File: src/rtl/sfr_pkg.sv
`timescale 1ns/1ps
package sfr_pkg;
  localparam int HDR_MAX  = 64;
  localparam int HDR_ARR  = 64;
  localparam int HDR_BUF  = 40;
  localparam int HL_W     = $clog2(HDR_MAX + 1);
  localparam int ADDR_W   = 9;

  typedef enum logic [1:0] {
    K_STREAM = 2'b00,
    K_PAGE   = 2'b01,
    K_BUFFER = 2'b10,
    K_STREAM2 = 2'b11
  } kind_e;

  function automatic logic [7:0] pick_opcode(input logic [1:0] kind, input logic alt);
    logic [7:0] op;
    case (kind)
      K_PAGE:   op = alt ? 8'hD2 : 8'h52;
      K_BUFFER: op = alt ? 8'hD4 : 8'h54;
      default:  op = alt ? 8'hE8 : 8'h68;
    endcase
    return op;
  endfunction
endpackage

File: src/rtl/sfr_header.sv
`timescale 1ns/1ps
module sfr_header
  import sfr_pkg::*;
(
  input  logic [1:0]            kind,
  input  logic                  alt,
  input  logic [ADDR_W-1:0]     page,
  input  logic [ADDR_W-1:0]     offset,
  output logic [HDR_MAX-1:0]    hdr,
  output logic [HL_W-1:0]       hlen
);
  logic [7:0] op;

  always_comb begin
    op = pick_opcode(kind, alt);
    if (kind == K_BUFFER) begin
      hdr  = {op, 15'd0, offset, 8'd0, 24'd0};
      hlen = HL_W'(HDR_BUF);
    end else begin
      hdr  = {op, 6'd0, page, offset, 32'd0};
      hlen = HL_W'(HDR_ARR);
    end
  end
endmodule

File: src/rtl/sfr_tick.sv
`timescale 1ns/1ps
module sfr_tick #(
  parameter int HALF = 2
) (
  input  logic clk,
  input  logic rst,
  input  logic en,
  input  logic hold,
  output logic tick
);
  localparam int CW = (HALF > 1) ? $clog2(HALF) : 1;
  logic [CW-1:0] cnt;

  assign tick = en && (cnt == CW'(HALF - 1));

  always_ff @(posedge clk) begin
    if (rst || !en) cnt <= '0;
    else if (tick) begin
      if (!hold) cnt <= '0;
    end else cnt <= cnt + 1'b1;
  end
endmodule

File: src/rtl/sfr_outq.sv
`timescale 1ns/1ps
module sfr_outq #(
  parameter int W = 8
) (
  input  logic         clk,
  input  logic         rst,
  input  logic         push,
  input  logic [W-1:0] din,
  input  logic         out_ready,
  output logic         out_valid,
  output logic [W-1:0] out_data
);
  always_ff @(posedge clk) begin
    if (rst) begin
      out_valid <= 1'b0;
      out_data  <= '0;
    end else if (push) begin
      out_valid <= 1'b1;
      out_data  <= din;
    end else if (out_valid && out_ready) begin
      out_valid <= 1'b0;
    end
  end

  AST_NO_OVERWRITE: assert property (@(posedge clk) disable iff (rst)
    push |-> (!out_valid || out_ready)) else $error("byte overwritten");
  AST_HOLD_STABLE: assert property (@(posedge clk) disable iff (rst)
    (out_valid && !out_ready) |=> (out_valid && $stable(out_data))) else $error("stalled byte moved");
endmodule

File: src/rtl/sfr_host.sv
`timescale 1ns/1ps
module sfr_host
  import sfr_pkg::*;
#(
  parameter int HALF  = 2,
  parameter int CNT_W = 16
) (
  input  logic              clk,
  input  logic              rst,
  input  logic              req_valid,
  output logic              req_ready,
  input  logic [1:0]        req_kind,
  input  logic              req_alt,
  input  logic [8:0]        req_page,
  input  logic [8:0]        req_offset,
  input  logic [CNT_W-1:0]  req_count,
  output logic              out_valid,
  input  logic              out_ready,
  output logic [7:0]        out_data,
  output logic              done,
  output logic              spi_sck,
  output logic              spi_cs_n,
  output logic              spi_mosi,
  input  logic              spi_miso
);
  localparam int GAP_CYC = 2 * HALF;
  localparam int GW      = $clog2(GAP_CYC + 1);

  typedef enum logic [2:0] {ST_IDLE, ST_HDR, ST_DATA, ST_FIN, ST_GAP} st_e;
  st_e state;

  logic [HDR_MAX-1:0] hdr_w, shreg;
  logic [HL_W-1:0]    hlen_w, bits_left;
  logic [2:0]         bit_idx;
  logic [6:0]         rxsh;
  logic [CNT_W-1:0]   bytes_left;
  logic [GW-1:0]      gap_cnt;
  logic               tick, stall, adv, push, tick_en;
  logic [7:0]         push_byte;

  sfr_header u_hdr (
    .kind(req_kind), .alt(req_alt), .page(req_page), .offset(req_offset),
    .hdr(hdr_w), .hlen(hlen_w)
  );

  // Freeze only the edge that would complete a byte while the output slot is held.
  assign stall   = (state == ST_DATA) && !spi_sck && (bit_idx == 3'd7) && out_valid && !out_ready;
  assign tick_en = (state == ST_HDR) || (state == ST_DATA) || (state == ST_FIN);

  sfr_tick #(.HALF(HALF)) u_tick (
    .clk(clk), .rst(rst), .en(tick_en), .hold(stall), .tick(tick)
  );

  assign adv       = tick && !stall;
  assign push_byte = {rxsh, spi_miso};
  assign push      = adv && (state == ST_DATA) && !spi_sck && (bit_idx == 3'd7);
  assign spi_mosi  = shreg[HDR_MAX-1];

  sfr_outq #(.W(8)) u_outq (
    .clk(clk), .rst(rst), .push(push), .din(push_byte),
    .out_ready(out_ready), .out_valid(out_valid), .out_data(out_data)
  );

  always_ff @(posedge clk) begin
    done <= 1'b0;
    if (rst) begin
      state      <= ST_GAP;
      req_ready  <= 1'b0;
      spi_cs_n   <= 1'b1;
      spi_sck    <= 1'b0;
      shreg      <= '0;
      bits_left  <= '0;
      bit_idx    <= '0;
      rxsh       <= '0;
      bytes_left <= '0;
      gap_cnt    <= '0;
    end else begin
      case (state)
        ST_IDLE: if (req_valid && req_ready) begin
          if (req_count == '0) begin
            done <= 1'b1;
          end else begin
            req_ready  <= 1'b0;
            spi_cs_n   <= 1'b0;
            shreg      <= hdr_w;
            bits_left  <= hlen_w;
            bit_idx    <= '0;
            bytes_left <= req_count;
            state      <= ST_HDR;
          end
        end
        ST_HDR: if (adv) begin
          if (!spi_sck) begin
            spi_sck   <= 1'b1;
            bits_left <= bits_left - 1'b1;
          end else begin
            spi_sck <= 1'b0;
            shreg   <= shreg << 1;
            if (bits_left == '0) state <= ST_DATA;
          end
        end
        ST_DATA: if (adv) begin
          if (!spi_sck) begin
            spi_sck <= 1'b1;
            rxsh    <= push_byte[6:0];
            bit_idx <= bit_idx + 1'b1;
            if (bit_idx == 3'd7) begin
              bytes_left <= bytes_left - 1'b1;
              if (bytes_left == CNT_W'(1)) state <= ST_FIN;
            end
          end else begin
            spi_sck <= 1'b0;
          end
        end
        ST_FIN: if (adv) begin
          spi_sck  <= 1'b0;
          spi_cs_n <= 1'b1;
          done     <= 1'b1;
          gap_cnt  <= '0;
          state    <= ST_GAP;
        end
        ST_GAP: begin
          gap_cnt <= gap_cnt + 1'b1;
          if (gap_cnt == GW'(GAP_CYC - 1)) begin
            state     <= ST_IDLE;
            req_ready <= 1'b1;
          end
        end
        default: state <= ST_IDLE;
      endcase
    end
  end

  // Cycles spent with chip select high, for the gap rule.
  logic [GW:0] hi_cnt;
  always_ff @(posedge clk) begin
    if (rst || !spi_cs_n) hi_cnt <= '0;
    else if (hi_cnt != '1) hi_cnt <= hi_cnt + 1'b1;
  end

  AST_SCK_IDLE: assert property (@(posedge clk) disable iff (rst)
    spi_cs_n |-> !spi_sck) else $error("sck high with cs released");
  AST_SI_STABLE: assert property (@(posedge clk) disable iff (rst)
    $rose(spi_sck) |-> $stable(spi_mosi)) else $error("mosi moved at rising edge");
  AST_DONE_CS: assert property (@(posedge clk) disable iff (rst)
    done |-> spi_cs_n) else $error("done while selected");
  AST_ZERO_COUNT: assert property (@(posedge clk) disable iff (rst)
    (req_valid && req_ready && req_count == '0) |=> (done && spi_cs_n)) else $error("zero count");
  AST_CS_GAP: assert property (@(posedge clk) disable iff (rst)
    $fell(spi_cs_n) |-> (hi_cnt >= (GW+1)'(GAP_CYC))) else $error("gap too short");
  AST_READY_IDLE: assert property (@(posedge clk) disable iff (rst)
    req_ready |-> (spi_cs_n && !spi_sck)) else $error("ready during transfer");
endmodule

File: config.mk
export PLATFORM = sky130hd
export DESIGN_NAME = sfr_host
export DESIGN_NICKNAME = d
export VERILOG_FILES = /design/src/rtl/sfr_pkg.sv /design/src/rtl/sfr_header.sv /design/src/rtl/sfr_tick.sv /design/src/rtl/sfr_outq.sv /design/src/rtl/sfr_host.sv
export SDC_FILE = /design/constraint.sdc
export NUM_CORES = 1
export LEC_CHECK = 0
export BUFFER_PORTS_ARGS = -buffer_cell sky130_fd_sc_hd__buf_2
export CAP_MARGIN = 20
export CORE_ASPECT_RATIO = 1.75
export CORE_MARGIN = 1
export CORE_UTILIZATION = 50
export CTS_BUF_LIST = sky130_fd_sc_hd__clkbuf_4 sky130_fd_sc_hd__clkbuf_8
export CTS_CLUSTER_DIAMETER = 200
export CTS_CLUSTER_SIZE = 30
export DETAILED_ROUTE_END_ITERATION = 10
export PLACE_DENSITY = 0.81
export SLEW_MARGIN = 15
export SYNTH_ARGS = -nofsm -noshare
export SYNTH_HDL_FRONTEND = slang
export SYNTH_SLANG_ARGS = --single-unit
File: constraint.sdc
create_clock -name clk -period 2.6 [get_ports clk]
set_input_delay 0.39 -clock clk [delete_from_list [all_inputs] [get_ports clk]]
set_output_delay 0.39 -clock clk [all_outputs]
set_load 0.1 [all_outputs]
==> results.tsv <==
stage	metric	value	unit
floorplan	Starting Density	51.4	%
clock_tree	Longest Clk Path Bufs	2	
detailed_routing	Post-route DRC	0	
clock_tree	H-tree level count	3	
sta	Max Clk Rate	0.463	GHz
status	status	complete, no violations	
clock_tree	Root Driver	clkbuf_8	
logic_synthesis	Primary FF master, synth	dfxtp_1	
setup_path	CP max FO	6	
layout	# diodes	0	
logic_synthesis	Synth Area in Simple Gates	23.8	%
layout	final instance area	4860	µm²
global_routing	met2 Usage GRT	41.3	%
setup_path	crit path DAT	2420	ps
detailed_routing	first-pass detailed-route iteration total	7	
detailed_routing	DR vias/cell	5.92	
sta	RSZ-0062 raised after global routing	false	
placement	routability congestion estimate	0.852	
logic_synthesis	Post-synth EDFFs	0	
placement	DP Area	4670	µm²
placement	DP Cell Count	660	
layout	Area growth, synth to finish	13.8	%
clock_tree	clk slew on worst S/H paths	90	ps
clock_tree	Sink Count	85	
global_routing	first-pass GRT wire length	16900	µm
placement	number of port buffers	55	
logic_synthesis	Unique masters post-synth	66	
power	worst vdd ir	334	µV
floorplan	FP Rows	44	
global_routing	initial antenna violation count	0	
sta	Fin. Hold Viols	0	
flow_run	MaxCap Viol Count	0	
logic_synthesis	compound-cell area share of the yosys netlist	24.2	%
global_routing	largest net degree at the start of global routing	71	
logic_synthesis	Post-Synth Adder-Cell Area	2.93	%
global_routing	global routing's busiest layer	met2	
placement	hpwl dp	7200	µm
logic_synthesis	largest cells by area after synthesis	dfxtp_1 40%, a21oi_1 7.5%, nand2_1 5.5%, nor2_1 3.8%, mux2i_1 3.7%	
floorplan	Placeable Area	8310	µm²
global_routing	All-Layer GR Usage	23.4	%
logic_synthesis	asr flop ratio synth	0	%
logic_synthesis	mux cell area share after synthesis	4.01	%
detailed_routing	WL per Instance	15.1	µm
sta	Final setup viols	0	
detailed_routing	DR vias	3997	
clock_tree	post-CTS setup buffers	0	
layout	fin cells	675	
sta	Slew Limit Fails	0	
detailed_routing	DRT iter0 DRCs	240	
logic_synthesis	post-synthesis register bit count	85	
logic_synthesis	Synth Area in XOR/XNOR	0	%
logic_synthesis	cell count after synthesis	512	
floorplan	Die H	124	µm
setup_path	kind of critical path	reg2reg	
power	static leakage	1.94	nW
detailed_routing	WL final	10200	µm
global_routing	M3 GR Usage	4.77	%
sta	Final TNS setup	0	ps
clock_tree	CTS tree	built	
clock_tree	Num CTS Buffers	9	
setup_path	worst-case reg-to-reg path depth	7	
power	PwrDens	503	nW/µm²
floorplan	IO Count	56	
logic_synthesis	sequential fraction of the synthesis area	39.8	%
min_path	hold depth	3	
floorplan	die area	8930	µm²
sta	Final Skew	12.3	ps
logic_synthesis	Syn. warnings	0	
logic_synthesis	Synth Area per Inst	8.35	µm²
clock_tree	hold-fix buffers at CTS	0	
global_routing	met1 Usage GRT	27.2	%
sta	Max-Slew Margin vs Limit	49.3	%
sta	hold slack	288	ps
clock_tree	post-cts resize count	0	
logic_synthesis	Synth Net Count	564	
floorplan	die width	71.9	µm
sta	slew of the pin with the lowest slew margin	760	ps
detailed_routing	Antenna Violating Nets Remaining	0	
setup_path	crit start category	register	
layout	Fill cells	753	
logic_synthesis	largest family of logic cells by synthesized area	compound AO/OA/AOI/OAI gates	
setup_path	critical path endpoint category	register	
logic_synthesis	Synth top area share	39.8	%
layout	layout cells sized above 1	19.6	%
layout	Final #Nets	608	
logic_synthesis	Mapped Area	4270	µm²
global_routing	vias in the first global route	3721	
min_path	HP Class	in2reg	
clock_tree	Worst-Skew Late Latency	350	ps
logic_synthesis	area leader, netlist	dfxtp_1	
global_routing	gr ovfl total	0	
sta	period utilization	83.0	%
sta	post-layout minimum cycle time	2160	ps
setup_path	Worst EP required	2870	ps
-- flip-flops by register name, summed over array words and instances (netlist names) --
| name | count |
|---|---|
| bits_left | 7 |
| u_outq.out_valid | 1 |
| bit_idx | 3 |
| spi_sck | 1 |
| state | 3 |
| done | 1 |
| bytes_left | 16 |
| req_ready | 1 |
| gap_cnt | 3 |
| spi_cs_n | 1 |
| rxsh | 7 |
| u_tick.cnt | 1 |
| shreg | 32 |
| u_outq.out_data | 8 |
-- power by group --
| part | internal [mW] | leakage [nW] | total [mW] | switching, mW |
|---|---|---|---|---|
| logic | 0.0764 | 1.16 | 0.199 | 0.122 |
| registers | 1.31 | 0.685 | 1.32 | 0.0107 |
| clock network | 0.455 | 0.0966 | 0.921 | 0.466 |
| total | 1.84 | 1.94 | 2.44 | 0.599 |
-- cells in the mapped netlist, drive strengths merged, types with 8 or more instances --
cell type / count
inv: 13
nor4: 12
nor2: 44
nand2: 63
nand3: 11
mux2i: 16
ha: 10
nor3: 10
a211oi: 12
or3: 8
nor3b: 12
o32ai: 9
a311oi: 13
dfxtp: 85
o21ai: 24
clkbuf: 20
buf: 18
a21oi: 65
-- per-stage QoR --
stage / setup WS [ps] / power (mW) / util (%)
after global placement: 478 / 1.54 / 56.2
final: 442 / 2.44 / 58.5
after detailed placement: 428 / 1.55 / 56.2
after CTS: 451 / 2.46 / 58.5
after floorplan: 223 / 1.48 / -
after global routing: 309 / 2.54 / 58.5
-- final cells by class --
cell class / count / area (µm²) / area share (%)
clock buffers: 10 / 131 / 2.70
clock inverters: 5 / 60.1 / 1.24
inverters: 13 / 48.8 / 1.00
multi-input cells: 376 / 2350 / 48.4
flip-flops and latches: 85 / 1700 / 35.0
well taps: 115 / 144 / 2.96
repair buffers: 71 / 420 / 8.65
-- worst max-delay path: stages, from the launching register on --
cell,delay (ps)
dfxtp_1,380
inv_1,120
ha_1,190
or3b_2,530
nor2_2,260
nor4b_2,240
a21oi_1,90
o32ai_1,250
-- final timing paths --
| path | startpoint | endpoint | slack, ps |
|---|---|---|---|
| setup / recovery | bytes_left[0]$_SDFFE_PP0P_ | bytes_left[12]$_SDFFE_PP0P_ | 440 |
| hold / removal | req_offset[5] | shreg[37]$_SDFFE_PP0P_ | 290 |
| setup reg to reg | bytes_left[0]$_SDFFE_PP0P_ | bytes_left[12]$_SDFFE_PP0P_ | 440 |
| hold reg to reg | shreg[60]$_SDFFE_PP0P_ | shreg[60]$_SDFFE_PP0P_ | 460 |
-- layer usage --
layer  vias up  part of all wire (%)
li1       1966                     -
met3        17                   4.8
met5         -                     0
met2       133                    52
met1      1881                    42
met4         0                   1.9
-- logic make-up after synthesis --
| logic type | count (synthesis) |
|---|---|
| muxes | 17 |
| AOI/OAI and AO/OA | 159 |
| DFF | 85 |
| adders and majority gates | 10 |
| buffers and inverters | 51 |
| and+or+nand+nor | 190 |
-- placed cells by master, fill, tap and decap left out, drive strengths merged, types with 9 or more instances in the layout --
cell type / n
dfxtp: 85
buf: 71
a21oi: 65
nand2: 63
nor2: 44
o21ai: 24
mux2i: 16
inv: 15
a311oi: 13
a211oi: 12
nor3b: 12
nor4: 12
nand3: 11
nor3: 10
ha: 10
clkbuf: 10
o32ai: 9
(Power assumes the default switching activity.)
